## config.mk

```make
export PLATFORM = sky130hd
export DESIGN_NAME = mbus_sequencer
export DESIGN_NICKNAME = d
export VERILOG_FILES = /design/src/rtl/mbus_seq_pkg.sv /design/src/rtl/mbus_phase_gen.sv /design/src/rtl/mbus_seq_fsm.sv /design/src/rtl/mbus_datapath.sv /design/src/rtl/mbus_sequencer.sv
export SDC_FILE = /design/constraint.sdc
export NUM_CORES = 1
export LEC_CHECK = 0
export CORE_UTILIZATION = 49
export DETAILED_ROUTE_END_ITERATION = 6
export PLACE_DENSITY = 0.85
export SYNTH_ARGS = -nofsm -noshare
export SYNTH_HDL_FRONTEND = slang
export SYNTH_SLANG_ARGS = --single-unit
```

## constraint.sdc

```tcl
create_clock -name clk -period 3.2 [get_ports clk]
set_clock_uncertainty 0.2 [all_clocks]
set_input_delay 0.96 -clock clk [delete_from_list [all_inputs] [get_ports clk]]
set_output_delay 0.96 -clock clk [all_outputs]
set_load 0.02 [all_outputs]
```

## src/rtl/mbus_seq_pkg.sv

```systemverilog
package mbus_seq_pkg;

    localparam int unsigned NUM_PHASES = 4;
    localparam int unsigned PH_W       = $clog2(NUM_PHASES);

    // phase index values the sequencer reacts to
    localparam logic [PH_W-1:0] PH_FIRST = PH_W'(0);
    localparam logic [PH_W-1:0] PH_TURN  = PH_W'(0);
    localparam logic [PH_W-1:0] PH_STALL = PH_W'(2);
    localparam logic [PH_W-1:0] PH_LAST  = PH_W'(NUM_PHASES - 1);

    typedef enum logic [1:0] {
        ST_IDLE = 2'd0,
        ST_ADDR = 2'd1,
        ST_DATA = 2'd2
    } seq_state_e;

    typedef struct packed {
        seq_state_e st;
        logic       wr;
        logic       stall;
        logic       sync;
        logic       din;
        logic       dout;
        logic       iack;
        logic       oe;
        logic       sel_data;
        logic       done;
    } seq_regs_t;

endpackage

```

## src/rtl/mbus_phase_gen.sv

```systemverilog
module mbus_phase_gen
    import mbus_seq_pkg::*;
(
    input  logic                  clk,
    input  logic                  rst,
    output logic [PH_W-1:0]       ph_idx,
    output logic [NUM_PHASES-1:0] ph_onehot
);

    logic [PH_W-1:0] ph_d, ph_q;

    always_comb begin
        ph_d = (ph_q == PH_LAST) ? PH_FIRST : ph_q + PH_W'(1);
        if (rst) begin
            ph_d = PH_FIRST;
        end
    end

    always_ff @(posedge clk) begin
        ph_q <= ph_d;
    end

    assign ph_idx = ph_q;

    for (genvar g = 0; g < NUM_PHASES; g++) begin : g_onehot
        assign ph_onehot[g] = (ph_q == PH_W'(g));
    end

endmodule

```

## src/rtl/mbus_seq_fsm.sv

```systemverilog
module mbus_seq_fsm
    import mbus_seq_pkg::*;
(
    input  logic            clk,
    input  logic            rst,
    input  logic [PH_W-1:0] ph_idx,
    input  logic            req_valid,
    input  logic [1:0]      req_op,
    input  logic            busy_i,
    output logic            accept,
    output logic            capture,
    output logic            sync_o,
    output logic            din_o,
    output logic            dout_o,
    output logic            iack_o,
    output logic            oe_o,
    output logic            sel_data,
    output logic            done_o
);

    seq_regs_t r_d, r_q;

    always_comb begin
        r_d      = r_q;
        r_d.done = 1'b0;
        accept   = 1'b0;
        capture  = 1'b0;

        unique case (r_q.st)
            ST_IDLE: begin
                if (ph_idx == PH_LAST && req_valid) begin
                    accept     = 1'b1;
                    r_d.st     = ST_ADDR;
                    r_d.wr     = req_op[0];
                    r_d.sync   = 1'b1;
                    r_d.iack   = req_op[1];
                    r_d.oe     = 1'b1;
                    r_d.sel_data = 1'b0;
                end
            end
            ST_ADDR: begin
                if (ph_idx == PH_LAST) begin
                    r_d.st    = ST_DATA;
                    r_d.stall = 1'b0;
                    if (r_q.wr) begin
                        r_d.sel_data = 1'b1;
                        r_d.dout     = 1'b1;
                    end
                end
            end
            ST_DATA: begin
                if (ph_idx == PH_TURN && !r_q.wr) begin
                    r_d.oe  = 1'b0;
                    r_d.din = 1'b1;
                end
                if (ph_idx == PH_STALL) begin
                    r_d.stall = busy_i;
                    if (r_q.wr && !busy_i) begin
                        r_d.dout = 1'b0;
                    end
                end
                if (ph_idx == PH_LAST && !r_q.stall) begin
                    capture      = !r_q.wr;
                    r_d.st       = ST_IDLE;
                    r_d.sync     = 1'b0;
                    r_d.din      = 1'b0;
                    r_d.dout     = 1'b0;
                    r_d.iack     = 1'b0;
                    r_d.oe       = 1'b0;
                    r_d.sel_data = 1'b0;
                    r_d.done     = 1'b1;
                end
            end
            default: r_d.st = ST_IDLE;
        endcase

        if (rst) begin
            r_d     = '0;
            r_d.st  = ST_IDLE;
            accept  = 1'b0;
            capture = 1'b0;
        end
    end

    always_ff @(posedge clk) begin
        r_q <= r_d;
    end

    assign sync_o   = r_q.sync;
    assign din_o    = r_q.din;
    assign dout_o   = r_q.dout;
    assign iack_o   = r_q.iack;
    assign oe_o     = r_q.oe;
    assign sel_data = r_q.sel_data;
    assign done_o   = r_q.done;

endmodule

```

## src/rtl/mbus_datapath.sv

```systemverilog
module mbus_datapath #(
    parameter int unsigned DW = 16
) (
    input  logic          clk,
    input  logic          rst,
    input  logic          accept,
    input  logic          capture,
    input  logic          sel_data,
    input  logic [DW-1:0] req_addr,
    input  logic [DW-1:0] req_wdata,
    input  logic [DW-1:0] bus_in,
    output logic [DW-1:0] bus_out,
    output logic [DW-1:0] rd_data
);

    typedef struct packed {
        logic [DW-1:0] addr;
        logic [DW-1:0] wdat;
        logic [DW-1:0] rdat;
    } dp_regs_t;

    dp_regs_t p_d, p_q;

    always_comb begin
        p_d = p_q;
        if (accept) begin
            p_d.addr = req_addr;
            p_d.wdat = req_wdata;
        end
        if (capture) begin
            p_d.rdat = bus_in;
        end
        if (rst) begin
            p_d = '0;
        end
    end

    always_ff @(posedge clk) begin
        p_q <= p_d;
    end

    assign bus_out = sel_data ? p_q.wdat : p_q.addr;
    assign rd_data = p_q.rdat;

endmodule

```

## src/rtl/mbus_sequencer.sv

```systemverilog
module mbus_sequencer
    import mbus_seq_pkg::*;
#(
    parameter int unsigned DW = 16
) (
    input  logic                  clk,
    input  logic                  rst,
    input  logic                  req_valid,
    input  logic [1:0]            req_op,
    input  logic [DW-1:0]         req_addr,
    input  logic [DW-1:0]         req_wdata,
    input  logic                  busy_i,
    input  logic [DW-1:0]         bus_in,
    output logic [DW-1:0]         bus_out,
    output logic                  bus_oe,
    output logic                  sync_o,
    output logic                  din_o,
    output logic                  dout_o,
    output logic                  iack_o,
    output logic [NUM_PHASES-1:0] phase_o,
    output logic [DW-1:0]         rd_data,
    output logic                  done_o
);

    logic [PH_W-1:0] ph_idx;
    logic            accept;
    logic            capture;
    logic            sel_data;

    mbus_phase_gen u_phase (
        .clk       (clk),
        .rst       (rst),
        .ph_idx    (ph_idx),
        .ph_onehot (phase_o)
    );

    mbus_seq_fsm u_fsm (
        .clk       (clk),
        .rst       (rst),
        .ph_idx    (ph_idx),
        .req_valid (req_valid),
        .req_op    (req_op),
        .busy_i    (busy_i),
        .accept    (accept),
        .capture   (capture),
        .sync_o    (sync_o),
        .din_o     (din_o),
        .dout_o    (dout_o),
        .iack_o    (iack_o),
        .oe_o      (bus_oe),
        .sel_data  (sel_data),
        .done_o    (done_o)
    );

    mbus_datapath #(.DW(DW)) u_dp (
        .clk       (clk),
        .rst       (rst),
        .accept    (accept),
        .capture   (capture),
        .sel_data  (sel_data),
        .req_addr  (req_addr),
        .req_wdata (req_wdata),
        .bus_in    (bus_in),
        .bus_out   (bus_out),
        .rd_data   (rd_data)
    );

endmodule

```

* After elaboration in Yosys (flattened, before gate mapping) *
Index checks and enable logic that the tools add are counted.

storage, ports and cells
  flip-flop bits (word level) = 61
  input port bits = 54

cells by class
  add/subtract/negate cells = 1
  equality and inequality tests = 13
  muxes and demuxes = 27
  bitwise operators = 1
  reduce and logical (&&, ||, !) cells = 23

operators by type and width
  kind                  number
  $mux W16              1
  $mux W1               15
  $reduce_and A3 Y1     4
  $reduce_and A5 Y1     2
  $mux W7               1
  $eq A2 B2 Y1 const B  3
  $mux W3               2
  $ne A2 B1 Y1 const B  3
  $ne A3 B1 Y1 const B  2
  $pmux W1 S2           3
  $pmux W2 S3           1
  $reduce_bool A2 Y1    3
  $eq A2 B1 Y1 const B  2
  $logic_and A1 B1 Y1   4
  $logic_not A2 Y1      2
  $mux W2               2
  $ne A2 B2 Y1 const B  2
  $pmux W2 S2           1
  $reduce_and A2 Y1     2
  $reduce_or A2 Y1      2
  $logic_not A1 Y1      3
  $ne A3 B2 Y1 const B  1
  $pmux W1 S3           1
  $reduce_bool A3 Y1    1
  2 further kinds       2

* Depth between registers and ports, before layout *
  depth after elaboration = 6
  depth in mapped cells = 7

* Cells and area by module *
From an unflattened synthesis, not the netlist that was laid out.

second synthesis, totals
  cells, all modules = 261
  area total of the unflattened synthesis = 2760.1 µm²

modules (own cells, without submodules)
  module          instances  cells an instance  area an instance (µm²)
  mbus_datapath   1          189                2092.0
  mbus_seq_fsm    1          62                 548.0
  mbus_phase_gen  1          10                 120.1

* Least setup slack after synthesis *
Ideal clock, no wire load.

  path type = flip-flop to output port
  start point = reg u_fsm.r_q, in the netlist u_fsm.sel_data
  end point = out bus_out[10]
  arrival time = 1.103 ns
  slack = 0.937 ns
  stages on the path, launching flop included = 4
  path through = dfxtp_1 -> buf_2 -> buf_2 -> mux2_1

between the ends
  cells in the longest elaborated chain, start to end = 1

ends and longest elaborated chain
  item                      RTL line              text
  start: declaration        mbus_seq_fsm.sv:21    seq_regs_t r_d, r_q;
  start signal: assignment  mbus_seq_fsm.sv:86    r_q <= r_d;
  $mux W16                  mbus_datapath.sv:42   assign bus_out = sel_data ? p_q.wdat : p_q.addr;
  end: declaration          mbus_sequencer.sv:14  output logic [DW-1:0] bus_out,

Every way passes these cells.

* Worst setup path in the final report *
  start point = reg u_fsm.r_q, in the netlist u_fsm.sel_data
  end point = out bus_out[9]

The elaborated chain is that of the path after synthesis.

==> qor.yml <==
outcome:
  outcome: "finished clean"
clock_network:
  clkTransAtPathRegs_ns: 0.07
  clkSinkCount: 61
  cts_made_buffers: 9
  clockRootBuffer: "clkbuf_8"
  cts_tree: "done"
  clock_latency_ns: 0.33
  postCtsHoldBufs: 0
  cts.repair.resized: 0
  post_cts_buffers: 0
  clock_path_buffers: 2
  h-tree-depth: 3
synth:
  synth_ff_type: "dfxtp_1"
  yosys.area.top_type: "dfxtp_1"
  async_flop_share_pct: 0
  ys_ff_latch: 61
  synth_top_area_share_pct: 42.77
  synthDistinctLibCells: 39
  ys_seq_area_share_pct: 42.77
  synth_edf_count: 0
  synth_area_leaders: "dfxtp_1 43%, nand2_1 9.1%, a21oi_1 6.7%, mux2_1 6.3%, buf_4 5.0%"
  avgSynthCellArea_um2: 8.867
  yosysWarnings: 0
  netlist_instances: 322
  syn-num-nets: 385
  syn-cell-area_um2: 2855
floorplanning:
  die-area_um2: 6136
  coreArea_um2: 5574
  die_w_um: 78.34
  io_pins: 96
  die_y_um: 78.34
  fp-row-count: 27
  initial_utilization_pct: 51.22
global_routing:
  overflow: 0
  grt_pass1_wl_um: 10160
  grt_usage_pct: 21.22
  antenna_found_initial: 0
  first_global_vias: 2228
  grt_max_degree: 62
final_layout:
  regArea_um2: 1221
  n_fill_cell: 463
  syn2layout_area_growth_pct: 35.80
  layout-drive-gt1-share_pct: 14.43
  antenna_cells: 0
  multiInputGateArea_um2: 1341
  nets: 460
  finalNonFillerCells: 474
placement:
  dp_hpwl_um: 4220
  place_ws_ns: 0.4703
  dpl.cell_count: 458
  gp_congestion: 0.7425
  io_buffers: 95
timing:
  rsz0062_at_grt: "false"
  slew_violations: 0
  maxSlewHeadroom_pct: 60.75
  tightest_slew_ns: 0.5887
  setup_viol: 0
  final.period_utilization_pct: 96.24
  final.setup.worst_slack_ns: 0.1203
  tns_ns: 0
  hold_viol: 0
  fmaxAchievable_ghz: 0.3247
  min_period_ns: 3.080
route:
  routed_wl_um: 6202
  ant_nets: 0
  drtPass1Iterations: 4
  drc: 0
  drt-wirelength-per-cell_um: 13.08
  drt-initial-drc-count: 90
  num_vias: 2341
  vias_per_cell: 4.939
pwr:
  p_leak_nw: 1.442
  irDropWorstVdd_uv: 421.9
  p_per_area_nw_per_um2: 434.2
worst_setup_path:
  cp.arrival_ns: 1.92
  worstSetupStartpointType: "flip-flop"
  crit_path_max_fanout: 14
  cp.required_ns: 2.04
  crit_type: "flip-flop to output pin"
  end_kind: "output pin"
min_path:
  hold_path.class: "flip-flop to flip-flop"
run:
  drv_cap: 0
## cell families (layout without fill, tap and decap cells)
family | after synthesis | count (layout) | synth area share, %
and+or+nand+nor | 120 | 120 | 20.11
AOI/OAI and AO/OA | 70 | 70 | 15.91
DFF | 61 | 61 | 42.77
buffers and inverters | 44 | 124 | 10.25
muxes | 18 | 18 | 7.011
adders and majority gates | 9 | 9 | 3.944
## routing by layer
| metal | wire [um] | global-route usage [%] |
|---|---|---|
| met1 | 2696 | 24.66 |
| met2 | 3101 | 36.40 |
| met3 | 283 | 4.651 |
| met4 | 121 | 11.11 |
| met5 | 0 | 0 |
## worst paths after layout
kind,endpoint,from,cells after the start,slack (ns)
max,bus_out[9],u_fsm.sel_data$_SDFFE_PP0P_,3,0.12
min,u_dp.p_q[39]$_SDFFE_PP0P_,u_dp.p_q[39]$_SDFFE_PP0P_,2,0.25
max reg2reg,u_dp.rd_data[9]$_SDFFE_PP0P_,u_fsm.r_q[9]$_SDFFE_PP0P_,5,1.08
min reg2reg,u_dp.p_q[39]$_SDFFE_PP0P_,u_dp.p_q[39]$_SDFFE_PP0P_,2,0.25
## per-stage QoR
stage | util [%] | area (um^2) | hold slack, ns | power, W
floorplan | - | 2855 | 0.2322 | 0.0008820
global placement | 65.77 | 3666 | 0.2381 | 0.0009849
detailed placement | 65.77 | 3666 | 0.2451 | 0.0009882
CTS | 69.56 | 3877 | 0.2547 | 0.001699
global route | 69.56 | 3877 | 0.2747 | 0.001752
finish | 69.56 | 3877 | 0.2520 | 0.001683
## registers in the layout, indices dropped and copies added (netlist names)
name,flops
u_dp.p_q,32
u_dp.rd_data,16
u_fsm.din_o,1
u_fsm.done_o,1
u_fsm.dout_o,1
u_fsm.iack_o,1
u_fsm.oe_o,1
u_fsm.r_q,4
u_fsm.sel_data,1
u_fsm.sync_o,1
u_phase.ph_idx,2
## final cells by class
class,instances,share of cell area [%]
multi-input cells,217,34.59
flip-flops and latches,61,31.49
repair buffers,100,25.36
clock buffers,13,4.356
well taps,72,2.323
clock inverters,3,1.097
inverters,8,0.7744
## worst max-delay path: stages (launching register included)
cell,delay [ns]
dfxtp_1,0.40
buf_4,0.27
mux2_1,0.36
clkdlybuf4s50_1,0.56
## cell usage after synthesis (2+ instances only)
cell / n
nand2b_1: 17
a21oi_1: 38
a31oi_1: 2
inv_1: 7
clkbuf_1: 2
a22oi_1: 2
buf_2: 10
buf_12: 2
dfxtp_1: 61
nor2_1: 7
o21ai_2: 16
mux2_1: 16
nand2_1: 69
o21ai_1: 3
buf_4: 19
ha_1: 9
and3_1: 2
nand2_2: 16
mux2i_1: 2
nor2b_1: 2
buf_1: 2
## power breakdown
part           internal (W)  switching [W]  total [W]  leakage (nW)
Combinational      0.000107      0.0000790   0.000186         0.844
Clock              0.000423       0.000290   0.000712         0.106
Sequential         0.000775      0.0000104   0.000785         0.492
## cells in the final DEF (no fill, tap or decap), types with 2 or more instances in the layout
cell type and instances:
clkdlybuf4s50_1 94, o21ai_2 16, nand2_2 16, nand2b_1 17
ha_1 9, a22oi_1 2, nand2_1 69, and3_1 2
a21oi_1 38, nor2_1 7, mux2i_1 2, buf_4 5
dfxtp_1 61, mux2_1 16, clkbuf_8 12, nor2b_1 2
inv_1 7, a31oi_1 2, o21ai_1 3
(Power assumes the default switching activity.)
